## src/rtl/bcd_evt_pkg.sv

```systemverilog
package bcd_evt_pkg;
    localparam int SEC_W   = 7;
    localparam int MIN_W   = 7;
    localparam int HOUR_W  = 6;
    localparam int DOW_W   = 3;
    localparam int DATE_W  = 6;
    localparam int MONTH_W = 5;
    localparam int EN_W    = 5;

    typedef enum logic [1:0] {
        TEV_MINUTE   = 2'd0,
        TEV_HOUR     = 2'd1,
        TEV_MIDNIGHT = 2'd2,
        TEV_NOON     = 2'd3
    } tev_sel_e;

    typedef enum logic [1:0] {
        CEV_WEEK  = 2'd0,
        CEV_MONTH = 2'd1,
        CEV_YEAR  = 2'd2,
        CEV_NONE  = 2'd3
    } cev_sel_e;

    typedef struct packed {
        logic alarm;
        logic tev;
        logic cev;
        logic sec;
        logic matched;
    } evt_state_t;
endpackage

```

## src/rtl/bcd_alarm_match.sv

```systemverilog
module bcd_alarm_match
    import bcd_evt_pkg::*;
(
    input  logic               mode12,
    input  logic [SEC_W-1:0]   cur_sec,
    input  logic [MIN_W-1:0]   cur_min,
    input  logic [HOUR_W-1:0]  cur_hour,
    input  logic               cur_pm,
    input  logic [DATE_W-1:0]  cur_date,
    input  logic [MONTH_W-1:0] cur_month,
    input  logic [SEC_W-1:0]   alm_sec,
    input  logic [MIN_W-1:0]   alm_min,
    input  logic [HOUR_W-1:0]  alm_hour,
    input  logic               alm_pm,
    input  logic [DATE_W-1:0]  alm_date,
    input  logic [MONTH_W-1:0] alm_month,
    input  logic [EN_W-1:0]    alm_en,
    output logic               match
);
    logic [EN_W-1:0] field_eq;
    logic [EN_W-1:0] field_ok;

    always_comb begin
        field_eq[0] = (cur_sec == alm_sec);
        field_eq[1] = (cur_min == alm_min);
        field_eq[2] = (cur_hour == alm_hour) && (!mode12 || (cur_pm == alm_pm));
        field_eq[3] = (cur_date == alm_date);
        field_eq[4] = (cur_month == alm_month);
    end

    // a disabled field never blocks the match
    for (genvar g = 0; g < EN_W; g++) begin : g_field
        assign field_ok[g] = field_eq[g] || !alm_en[g];
    end

    assign match = (|alm_en) && (&field_ok);
endmodule

```

## src/rtl/bcd_boundary_decode.sv

```systemverilog
module bcd_boundary_decode
    import bcd_evt_pkg::*;
(
    input  logic               mode12,
    input  logic [SEC_W-1:0]   cur_sec,
    input  logic [MIN_W-1:0]   cur_min,
    input  logic [HOUR_W-1:0]  cur_hour,
    input  logic               cur_pm,
    input  logic [DOW_W-1:0]   cur_dow,
    input  logic [DATE_W-1:0]  cur_date,
    input  logic [MONTH_W-1:0] cur_month,
    input  logic [1:0]         time_sel,
    input  logic [1:0]         cal_sel,
    output logic               time_hit,
    output logic               cal_hit
);
    localparam logic [HOUR_W-1:0] HOUR_ZERO   = HOUR_W'(6'h00);
    localparam logic [HOUR_W-1:0] HOUR_TWELVE = HOUR_W'(6'h12);

    logic top_of_min, top_of_hour, at_midnight, at_noon;

    always_comb begin
        top_of_min  = (cur_sec == '0);
        top_of_hour = top_of_min && (cur_min == '0);
        if (mode12) begin
            at_midnight = top_of_hour && (cur_hour == HOUR_TWELVE) && !cur_pm;
            at_noon     = top_of_hour && (cur_hour == HOUR_TWELVE) &&  cur_pm;
        end else begin
            at_midnight = top_of_hour && (cur_hour == HOUR_ZERO);
            at_noon     = top_of_hour && (cur_hour == HOUR_TWELVE);
        end

        unique case (tev_sel_e'(time_sel))
            TEV_MINUTE:   time_hit = top_of_min;
            TEV_HOUR:     time_hit = top_of_hour;
            TEV_MIDNIGHT: time_hit = at_midnight;
            default:      time_hit = at_noon;
        endcase

        unique case (cev_sel_e'(cal_sel))
            CEV_WEEK:  cal_hit = at_midnight && (cur_dow == DOW_W'(1));
            CEV_MONTH: cal_hit = at_midnight && (cur_date == DATE_W'(1));
            CEV_YEAR:  cal_hit = at_midnight && (cur_date == DATE_W'(1))
                                 && (cur_month == MONTH_W'(1));
            default:   cal_hit = 1'b0;
        endcase
    end
endmodule

```

## src/rtl/bcd_event_detect.sv

```systemverilog
module bcd_event_detect
    import bcd_evt_pkg::*;
(
    input  logic               clk,
    input  logic               rst_n,
    input  logic               tick,
    input  logic               mode12,
    input  logic [SEC_W-1:0]   cur_sec,
    input  logic [MIN_W-1:0]   cur_min,
    input  logic [HOUR_W-1:0]  cur_hour,
    input  logic               cur_pm,
    input  logic [DOW_W-1:0]   cur_dow,
    input  logic [DATE_W-1:0]  cur_date,
    input  logic [MONTH_W-1:0] cur_month,
    input  logic [SEC_W-1:0]   alm_sec,
    input  logic [MIN_W-1:0]   alm_min,
    input  logic [HOUR_W-1:0]  alm_hour,
    input  logic               alm_pm,
    input  logic [DATE_W-1:0]  alm_date,
    input  logic [MONTH_W-1:0] alm_month,
    input  logic [EN_W-1:0]    alm_en,
    input  logic [1:0]         time_sel,
    input  logic [1:0]         cal_sel,
    output logic               alarm_pulse,
    output logic               time_evt,
    output logic               cal_evt,
    output logic               sec_evt
);
    logic       match, time_hit, cal_hit;
    evt_state_t st_d, st_q;

    bcd_alarm_match u_match (
        .mode12(mode12), .cur_sec(cur_sec), .cur_min(cur_min), .cur_hour(cur_hour),
        .cur_pm(cur_pm), .cur_date(cur_date), .cur_month(cur_month),
        .alm_sec(alm_sec), .alm_min(alm_min), .alm_hour(alm_hour), .alm_pm(alm_pm),
        .alm_date(alm_date), .alm_month(alm_month), .alm_en(alm_en), .match(match)
    );

    bcd_boundary_decode u_bound (
        .mode12(mode12), .cur_sec(cur_sec), .cur_min(cur_min), .cur_hour(cur_hour),
        .cur_pm(cur_pm), .cur_dow(cur_dow), .cur_date(cur_date), .cur_month(cur_month),
        .time_sel(time_sel), .cal_sel(cal_sel), .time_hit(time_hit), .cal_hit(cal_hit)
    );

    always_comb begin
        st_d       = st_q;
        st_d.alarm = 1'b0;
        st_d.tev   = 1'b0;
        st_d.cev   = 1'b0;
        st_d.sec   = 1'b0;
        if (tick) begin
            st_d.sec     = 1'b1;
            st_d.tev     = time_hit;
            st_d.cev     = cal_hit;
            st_d.alarm   = match && !st_q.matched;
            st_d.matched = match;
        end
    end

    always_ff @(posedge clk) begin
        if (!rst_n) st_q <= '0;
        else        st_q <= st_d;
    end

    assign alarm_pulse = st_q.alarm;
    assign time_evt    = st_q.tev;
    assign cal_evt     = st_q.cev;
    assign sec_evt     = st_q.sec;


    sec_follows_tick_chk: assert property (@(posedge clk) disable iff (!rst_n)
        tick |=> sec_evt);

    sec_needs_tick_chk: assert property (@(posedge clk) disable iff (!rst_n)
        sec_evt |-> $past(tick));

    evt_needs_tick_chk: assert property (@(posedge clk) disable iff (!rst_n)
        (alarm_pulse || time_evt || cal_evt) |-> $past(tick));

    cal_reserved_chk: assert property (@(posedge clk) disable iff (!rst_n)
        cal_evt |-> ($past(cal_sel) != 2'd3));

    alarm_needs_en_chk: assert property (@(posedge clk) disable iff (!rst_n)
        alarm_pulse |-> ($past(alm_en) != '0));

    alarm_single_chk: assert property (@(posedge clk) disable iff (!rst_n)
        alarm_pulse |=> !alarm_pulse);
endmodule

```

## config.mk

```make
export PLATFORM = sky130hd
export DESIGN_NAME = bcd_event_detect
export DESIGN_NICKNAME = d
export VERILOG_FILES = /design/src/rtl/bcd_evt_pkg.sv /design/src/rtl/bcd_alarm_match.sv /design/src/rtl/bcd_boundary_decode.sv /design/src/rtl/bcd_event_detect.sv
export SDC_FILE = /design/constraint.sdc
export NUM_CORES = 1
export LEC_CHECK = 0
export ABC_AREA = 1
export CORE_MARGIN = 2
export CORE_UTILIZATION = 32
export DETAILED_ROUTE_END_ITERATION = 12
export HOLD_SLACK_MARGIN = 0.08
export PLACE_DENSITY = 0.85
export SLEW_MARGIN = 20
export SYNTH_ARGS = -nofsm -noshare
export SYNTH_HDL_FRONTEND = slang
export SYNTH_SLANG_ARGS = --single-unit
```

## constraint.sdc

```tcl
create_clock -name clk -period 1.8 [get_ports clk]
set_clock_uncertainty 0.15 [all_clocks]
set_input_delay 0.27 -clock clk [delete_from_list [all_inputs] [get_ports clk]]
set_output_delay 0.27 -clock clk [all_outputs]
set_load 0.02 [all_outputs]
```

# Yosys cells after proc, flatten, opt, wreduce, memory -nomap -nowiden
# Index checks and enable logic that the tools add are counted.
# totals
register_bits	5
input_bits	80
out_inout_bits	4
word_cells	57
# classes
n_eq_ne	14
muxes	5
n_reduce_logical	33
# ops
operator	count
7-bit equality test	2
7-bit zero test	2
6-bit equality test	2
1-bit logical AND	11
1-bit zero test	8
6-bit by 1-bit equality test with 1-bit output, second input constant	1
6-bit by 5-bit equality test with 1-bit output, second input constant	1
6-bit zero test	1
1-bit logical OR	6
1-bit case mux with 3 select lines	2
5-bit by 1-bit equality test with 1-bit output, second input constant	1
5-bit equality test	1
5-bit AND reduction	1
5-bit OR reduction	1
2-bit by 1-bit equality test with 1-bit output, second input constant	2
2-bit equality test, second input constant	2
2-bit zero test	2
3-bit by 1-bit equality test with 1-bit output, second input constant	1
1-bit 2-to-1 mux	2
2-bit 2-to-1 mux	1
2-bit AND reduction	1
1-bit equality test	1

# Longest topological paths before layout
# Gate-level depths: netlist of run 1.
# logic_depth
ltp_word	8
depth_mapped	11
mapped_depth_nobuf	11

# By module
# Synthesis of run 1 repeated with hierarchy kept, for this count alone.
# unflattened
hier_cells	230
area_unflattened_um2	1041.0
# modules_own_cells
module	n_inst	cells_per_inst	area_per_inst_um2	seq_area_each_um2
bcd_alarm_match	1	152	635.6	0.0
bcd_boundary_decode	1	62	261.5	0.0
bcd_event_detect	1	16	143.9	100.1

# Least setup slack after synthesis of run 1
# No wires, ideal clock.
# synth_timing
path_kind	input to register
start	input cur_hour[2]
end	register st_q[0] (netlist name)
setup_ns	0.066
arrival_ns	0.917
t_required_ns	1.584
path_slack_ns	0.667
cell_stages	11
path_buffers	0
path_cell_list	inv_1 > nand2_1 > nand2_1 > nand2_2 > nor2_1 > nand2_1 > nand2_1 > nand2_1 > nor2_2 > nand2_2 > a21oi_2
# synth_between
elab_chain_cells	5
# synth_rtl
item	line_no	source
start, declared	bcd_event_detect.sv:10	input logic [HOUR_W-1:0] cur_hour,
6-bit equality test	bcd_alarm_match.sv:26	field_eq[2] = (cur_hour == alm_hour) && (!mode12 || (cur_pm == alm_pm));
1-bit logical AND	bcd_alarm_match.sv:26	
1-bit logical OR	bcd_alarm_match.sv:33	assign field_ok[g] = field_eq[g] || !alm_en[g];
5-bit AND reduction	bcd_alarm_match.sv:36	assign match = (|alm_en) && (&field_ok);
1-bit logical AND	bcd_alarm_match.sv:36	
end signal, assigned	bcd_event_detect.sv:62	else st_q <= st_d;
end, declared	bcd_event_detect.sv:30	evt_state_t st_d, st_q;
# No other way between the ends.
# A chain may end at the register's enable or synchronous reset.

# Worst setup path in the final report of run 1
# layout_timing
start	register st_q, in the netlist time_evt
end	output time_evt
# layout_rtl
item	line_no	source
end, declared	bcd_event_detect.sv:25	output logic time_evt,
# No word-level cell between the ends.

==> results of run 1 <==
## metrics by stage
step | utilization | instance area (µm²) | instances
2_1_floorplan | - | 860 | 163
6_report | 0.695 | 1750 | 280
5_1_grt | 0.695 | 1750 | 280
3_3_place_gp | 0.685 | 1730 | 276
4_1_cts | 0.695 | 1750 | 280
3_5_place_dp | 0.685 | 1730 | 276
## routing by layer
metal,routed length [µm],vias to the layer above,GRT usage,share of wire
met2,1360,48,0.337,0.53
met3,178,2,0.0279,0.069
met1,1020,489,0.193,0.40
met5,0,-,0,0
li1,-,675,-,-
met4,27,0,0.0612,0.010
## layout by cell type (no fill, tap or decap), drive strengths merged
master,instances
clkdlybuf4s50,83
nand2,48
nor2,35
inv,28
xnor2,10
xor2,9
nand3,8
dfxtp,5
nor4,4
clkbuf,4
nor3,3
nand4,2
o31ai,2
a21oi,2
or2,1
clkinv,1
nand3b,1
o41ai,1
o211ai,1
a31oi,1
o21ai,1
## final timing paths
kind	startpoint	endpoint	slack, ns	depth (start not counted)
worst max register to register	st_q[0]	alarm_pulse	0.90	2
worst max-delay path	time_evt	time_evt	0.24	1
worst min register to register	st_q[0]	alarm_pulse	0.35	2
worst min-delay path	st_q[0]	alarm_pulse	0.35	2
## area by class of cell
class / instances / share of cell area
timing repair buffer: 83 / 0.474
multi-input combinational: 129 / 0.371
inverter: 29 / 0.0621
sequential: 5 / 0.0571
tap: 30 / 0.0214
clock buffer: 4 / 0.0150
## Yosys cell counts (2+ instances only)
| library cell | instances | area, µm² |
|---|---|---|
| nand3_1 | 8 | 40.0 |
| inv_1 | 25 | 93.8 |
| nor4_1 | 4 | 25.0 |
| xor2_1 | 9 | 78.8 |
| nand4_1 | 2 | 12.5 |
| nor2_2 | 2 | 12.5 |
| inv_2 | 3 | 11.3 |
| o31ai_1 | 2 | 15.0 |
| nor2_1 | 33 | 124 |
| xnor2_1 | 10 | 87.6 |
| nor3_1 | 3 | 15.0 |
| nand2_2 | 2 | 12.5 |
| nand2_1 | 46 | 173 |
| dfxtp_1 | 5 | 100 |
## registers in the layout, summed over array words and instances, names as in the netlist
register     flops
alarm_pulse      1
cal_evt          1
sec_evt          1
st_q             1
time_evt         1
## report_power, final
group,switching (W),internal (W)
sequential,0.000000665,0.000114
combinational,0.000110,0.000209
clock,0.0000422,0.0000836
## cells by family (layout without fill, tap and decap cells)
| family | count (synthesis) | count (layout) | share of synthesized area |
|---|---|---|---|
| flops | 5 | 5 | 0.116 |
| xor+xnor | 19 | 19 | 0.194 |
| simple gates | 102 | 102 | 0.498 |
| compound gates | 8 | 8 | 0.0655 |
| buf+inv | 29 | 116 | 0.127 |
==> results by group, run 1 <==
Layout
  • Layout overhead on the synthesized area: 104%
  • Fill cells: 243
  • Reg area: 100 µm²
  • Nets: 331
  • Multi-input logic area: 651 µm²
  • N_diodes: 0
  • Proportion of layout cells with a drive suffix above 1: 0.0480

Yosys
  • Post-synthesis async set-or-reset flop share: 0
  • Dominant synthesized flop cell: dfxtp_1
  • Ys Warns: 0
  • Netlist Area Pre-Place: 860 µm²
  • Yosys cell types: 23
  • Number of synthesized flops with an enable pin: 0
  • Avg Inst Size Synth: 5.27 µm²
  • Post-synthesis cell count: 163
  • #FFs+latches synth: 5
  • Sequential share of the synthesized area: 0.116
  • Post-Syn Nets: 243

CTS
  • Hold buffer count at cts: 0
  • H-tree depth: 1
  • # clock sinks: 5
  • Largest buffer count on any clock path: 2
  • Worst-Skew Late Latency: 0.24 ns
  • Cts repair resizes: 0
  • Postcts setup bufs: 0
  • Root buf cell: clkbuf_4
  • Clk slew on worst S/H paths: 0.04 ns
  • CTS tree: done
  • CTS buffer count: 3

Detailed routing
  • # DRC: 0
  • Via total after detailed routing: 1214
  • 1st-pass router iterations: 4
  • Routed wire length per instance: 9.22 µm
  • Initial DRC Count: 43
  • Detail Route Antenna Nets: 0
  • Final wirelength: 2580 µm
  • Vias per cell: 4.34

Die
  • Top-level I/O count: 84
  • Width of the die: 55.8 µm
  • Die Footprint: 3120 µm²
  • Initial Util: 0.341
  • Core Area: 2520 µm²
  • Die span in y: 55.8 µm
  • Row cnt: 18

STA
  • Min Tclk post-route: 1.56 ns
  • Unrepaired setup endpoints after global routing: no
  • Hold Vio Cnt, Final: 0
  • Period utilisation layout: 0.866
  • Final hold slack: 0.346 ns
  • Setup TNS: 0 ns
  • Relative slew slack: 0.818
  • Final Max Slew Viols: 0
  • Fmax: 641 MHz
  • Tightest Pin Transition: 0.270 ns
  • Number of setup violations in the final report: 0
  • Worst setup slack after layout: 0.241 ns

Critical path
  • Critical path endpoint category: output port
  • WS Path Type: flip-flop to output port
  • WP buf/inv: 1
  • Largest fanout on the critical path: 1
  • CP max stage delay: 0.60 ns
  • Worst path slowest cell: clkdlybuf4s50_1
  • CP delay by family, top: buffers and inverters
  • WP data required: 1.38 ns
  • Startpoint types: flip-flop
  • CP arrival: 1.14 ns
  • CP cell instances: clkdlybuf4s50_1

GRT
  • First-pass GRT wire length: 4570 µm
  • GRT overflow: 0
  • Initial antenna violation count: 0
  • GRT Overall Usage: 0.176
  • Pin count of the biggest net entering global routing: 5
  • Vias in the first global route: 1186

Placed design
  • # port buffers: 83
  • GPL Wtd Cong: 0.823
  • Dpl ws: 0.0144 ns
  • Detail Placement HPWL: 2420 µm

Power
  • Static leakage: 0.803 nW
  • Cell area power density: 319 nW/µm²
  • Pwr Total: 0.000559 W
  • VDD IR max: 0.376 mV

Worst hold path
  • Worst min path class: flip-flop to flip-flop

Outcome
  • Status: finished clean

Flow run
  • Max-Cap Viols: 0
(Power assumes the default switching activity.)
==> run 2, diff against run 1 <==
--- a/config.mk
+++ b/config.mk
@@ -7,10 +7,10 @@
 export LEC_CHECK = 0
 export ABC_AREA = 1
 export CORE_MARGIN = 2
-export CORE_UTILIZATION = 32
+export CORE_UTILIZATION = 30
 export DETAILED_ROUTE_END_ITERATION = 12
 export HOLD_SLACK_MARGIN = 0.08
-export PLACE_DENSITY = 0.85
+export PLACE_DENSITY = 0.86
 export SLEW_MARGIN = 20
 export SYNTH_ARGS = -nofsm -noshare
 export SYNTH_HDL_FRONTEND = slang
==> constraint.sdc (replaced) <==
create_clock -name clk -period 1.5 [get_ports clk]
set_clock_uncertainty 0.15 [all_clocks]
set_input_delay 0.225 -clock clk [delete_from_list [all_inputs] [get_ports clk]]
set_output_delay 0.225 -clock clk [all_outputs]
set_load 0.02 [all_outputs]
==> run 2 against run 1 <==
  * Sequential cell count unchanged
  * Combinational power is 24% higher
  * Clock power up 19%
  * Sequential share of layout area fell by 0.36 points
  * Wire length is 9.6% higher
  * Register-to-register slack worse by 0.28 ns
  * First-iteration DRC count down 16%
  * Hold slack got worse by 0.069 ns
==> results by group, run 2 (same netlist as run 1, synthesis figures left out) <==
GRT
  • Vias in the first global route: 1229 (+3.6%)
  • GRT Overall Usage: 0.164 (-0.0120)
  • Initial antenna violation count: 0 (unchanged)
  • First-pass GRT wire length: 4420 µm (-3.2%)
  • GRT overflow: 0 (unchanged)
  • Pin count of the biggest net entering global routing: 5 (unchanged)

Layout
  • Commonest non-fill, non-tap cell in the layout: clkdlybuf4s50_1
  • Proportion of layout cells with a drive suffix above 1: 0.0969 (+0.0489)
  • Commonest non-fill, non-tap cells in the layout: clkdlybuf4s50_1, nand2_1, nor2_1
  • N_diodes: 0 (unchanged)
  • Layout overhead on the synthesized area: 118%
  • Post-route cell area: 1870 µm² (+6.8%)
  • Nets: 339 (+2.4%)

CTS
  • Hold buffer count at cts: 0 (unchanged)
  • CTS buffer count: 3 (unchanged)
  • CTS tree: done
  • Root buf cell: clkbuf_4
  • Worst-Skew Late Latency: 0.23 ns (about the same)
  • H-tree depth: 1 (unchanged)
  • Largest buffer count on any clock path: 2 (unchanged)
  • Clk slew on worst S/H paths: 0.04 ns (about the same)
  • # clock sinks: 5 (unchanged)

Detailed routing
  • Vias per cell: 4.35 (+0.24%)
  • 1st-pass router iterations: 4 (unchanged)
  • Detail Route Antenna Nets: 0 (unchanged)
  • Final wirelength: 2830 µm (+9.6%)
  • Routed wire length per instance: 9.80 µm (+6.2%)
  • Initial DRC Count: 36 (-16%)
  • # DRC: 0 (unchanged)
  • Via total after detailed routing: 1256 (+3.5%)

Critical path
  • WS Path Type: primary input to flip-flop
  • CP cell instances: clkdlybuf4s50_1, nor4_2, nand3_1, nor2_2, o211ai_1, nor2_1
  • Largest fanout on the critical path: 2 (+1)
  • Worst path slowest cell: clkdlybuf4s50_1
  • WP buf/inv: 1 (unchanged)
  • Critical path endpoint category: flip-flop
  • CP max stage delay: 0.45 ns (-0.15 ns)
  • Startpoint types: primary input
  • CP delay by family, top: simple AND/OR/NAND/NOR gates
  • CP arrival: 1.49 ns (+0.35 ns)
  • WP data required: 1.52 ns (+0.14 ns)

STA
  • Relative slew slack: 0.794 (-0.0238)
  • Hold Vio Cnt, Final: 0 (unchanged)
  • Min Tclk post-route: 1.46 ns
  • Final Max Slew Viols: 0 (unchanged)
  • Setup TNS: 0 ns (unchanged)
  • Tightest Pin Transition: 0.306 ns (+0.0368 ns)
  • Period utilisation layout: 0.976
  • Fmax: 683 MHz
  • Unrepaired setup endpoints after global routing: yes
  • Worst setup slack after layout: 0.0354 ns (-0.205 ns)
  • Number of setup violations in the final report: 0 (unchanged)

Power
  • Cell area power density: 365 nW/µm² (+14%)
  • VDD IR max: 0.432 mV (+15%)
  • Static leakage: 1.03 nW (+28%)

Die
  • Initial Util: 0.314 (-0.0264)
  • Die Footprint: 3310 µm² (+6.2%)
  • Row cnt: 19 (+1)
  • Width of the die: 57.5 µm (+3.0%)
  • Die span in y: 57.5 µm (+3.0%)
  • Core Area: 2730 µm² (+8.4%)
  • Top-level I/O count: 84 (unchanged)

Placed design
  • GPL Wtd Cong: 0.803 (-2.5%)
  • # port buffers: 83 (unchanged)
  • Dpl ws: -0.187 ns (-0.201 ns)
  • Detail Placement HPWL: 2460 µm (+1.6%)
  • Placed Area: 1780 µm² (+3.1%)

Flow run
  • Max-Cap Viols: 0 (unchanged)

Outcome
  • Status: finished clean

Worst hold path
  • Worst min path class: primary input to flip-flop
[run 2: changes by cell type in the layout (fill, tap and decap cells not counted), sizes merged]
cell | before | now
clkdlybuf4s50 | 83 | 60
buf | 0 | 8
dlygate4sd2 | 0 | 4
dlymetal6s2s | 0 | 19
[run 2: metal layers]
layer,GRT usage,share of wire
met5,0,0
met4,0.0465,0.0067
met3,0.0272,0.059
met2,0.323,0.55
met1,0.174,0.38
[run 2: path summary, 6_finish.rpt]
check / cells after the start / end / start / slack (ns)
setup / recovery: 6 / cal_evt / cur_min[2] / 0.04
hold / removal: 4 / time_evt / cur_sec[0] / 0.28
setup reg to reg: 2 / alarm_pulse / st_q[0] / 0.62
hold reg to reg: 2 / alarm_pulse / st_q[0] / 0.34
[run 2: cell type report]
| cell class | instances | area (µm²) |
|---|---|---|
| Fill cell | 233 | 861 |
| Tap cell | 31 | 38.8 |
| Inverter | 29 | 109 |
| Clock buffer | 4 | 26.3 |
| Sequential cell | 5 | 100 |
| Timing Repair Buffer | 91 | 933 |
| Multi-Input combinational cell | 129 | 666 |
[run 2: worst register-to-register path: cells and delay by family (launching register included)]
| kind | cells | cell delay, ns |
|---|---|---|
| AND/OR/NAND/NOR | 2 | 0.37 |
| flip-flops | 1 | 0.30 |
[run 2: metrics by stage]
stage | hold slack [ns] | utilization | cells | power, W
global placement | 0.333 | 0.652 | 284 | 0.000533
detailed placement | 0.335 | 0.652 | 284 | 0.000539
floorplan | 0.159 | - | 163 | 0.000268
CTS | 0.344 | 0.659 | 288 | 0.000693
global route | 0.294 | 0.685 | 289 | 0.000743
finish | 0.277 | 0.685 | 289 | 0.000684
[run 2: power breakdown]
part / internal (W) / switching [W]
clock: 0.000100 / 0.0000502
combinational: 0.000256 / 0.000140
sequential: 0.000136 / 0.000000811
[run 2: what timing repair did]
action	4_1_cts	5_1_grt
buffers inserted	0	1
pin swaps	0	14
setup endpoints to repair	4	4
resized for setup	4	24
cloned	0	0
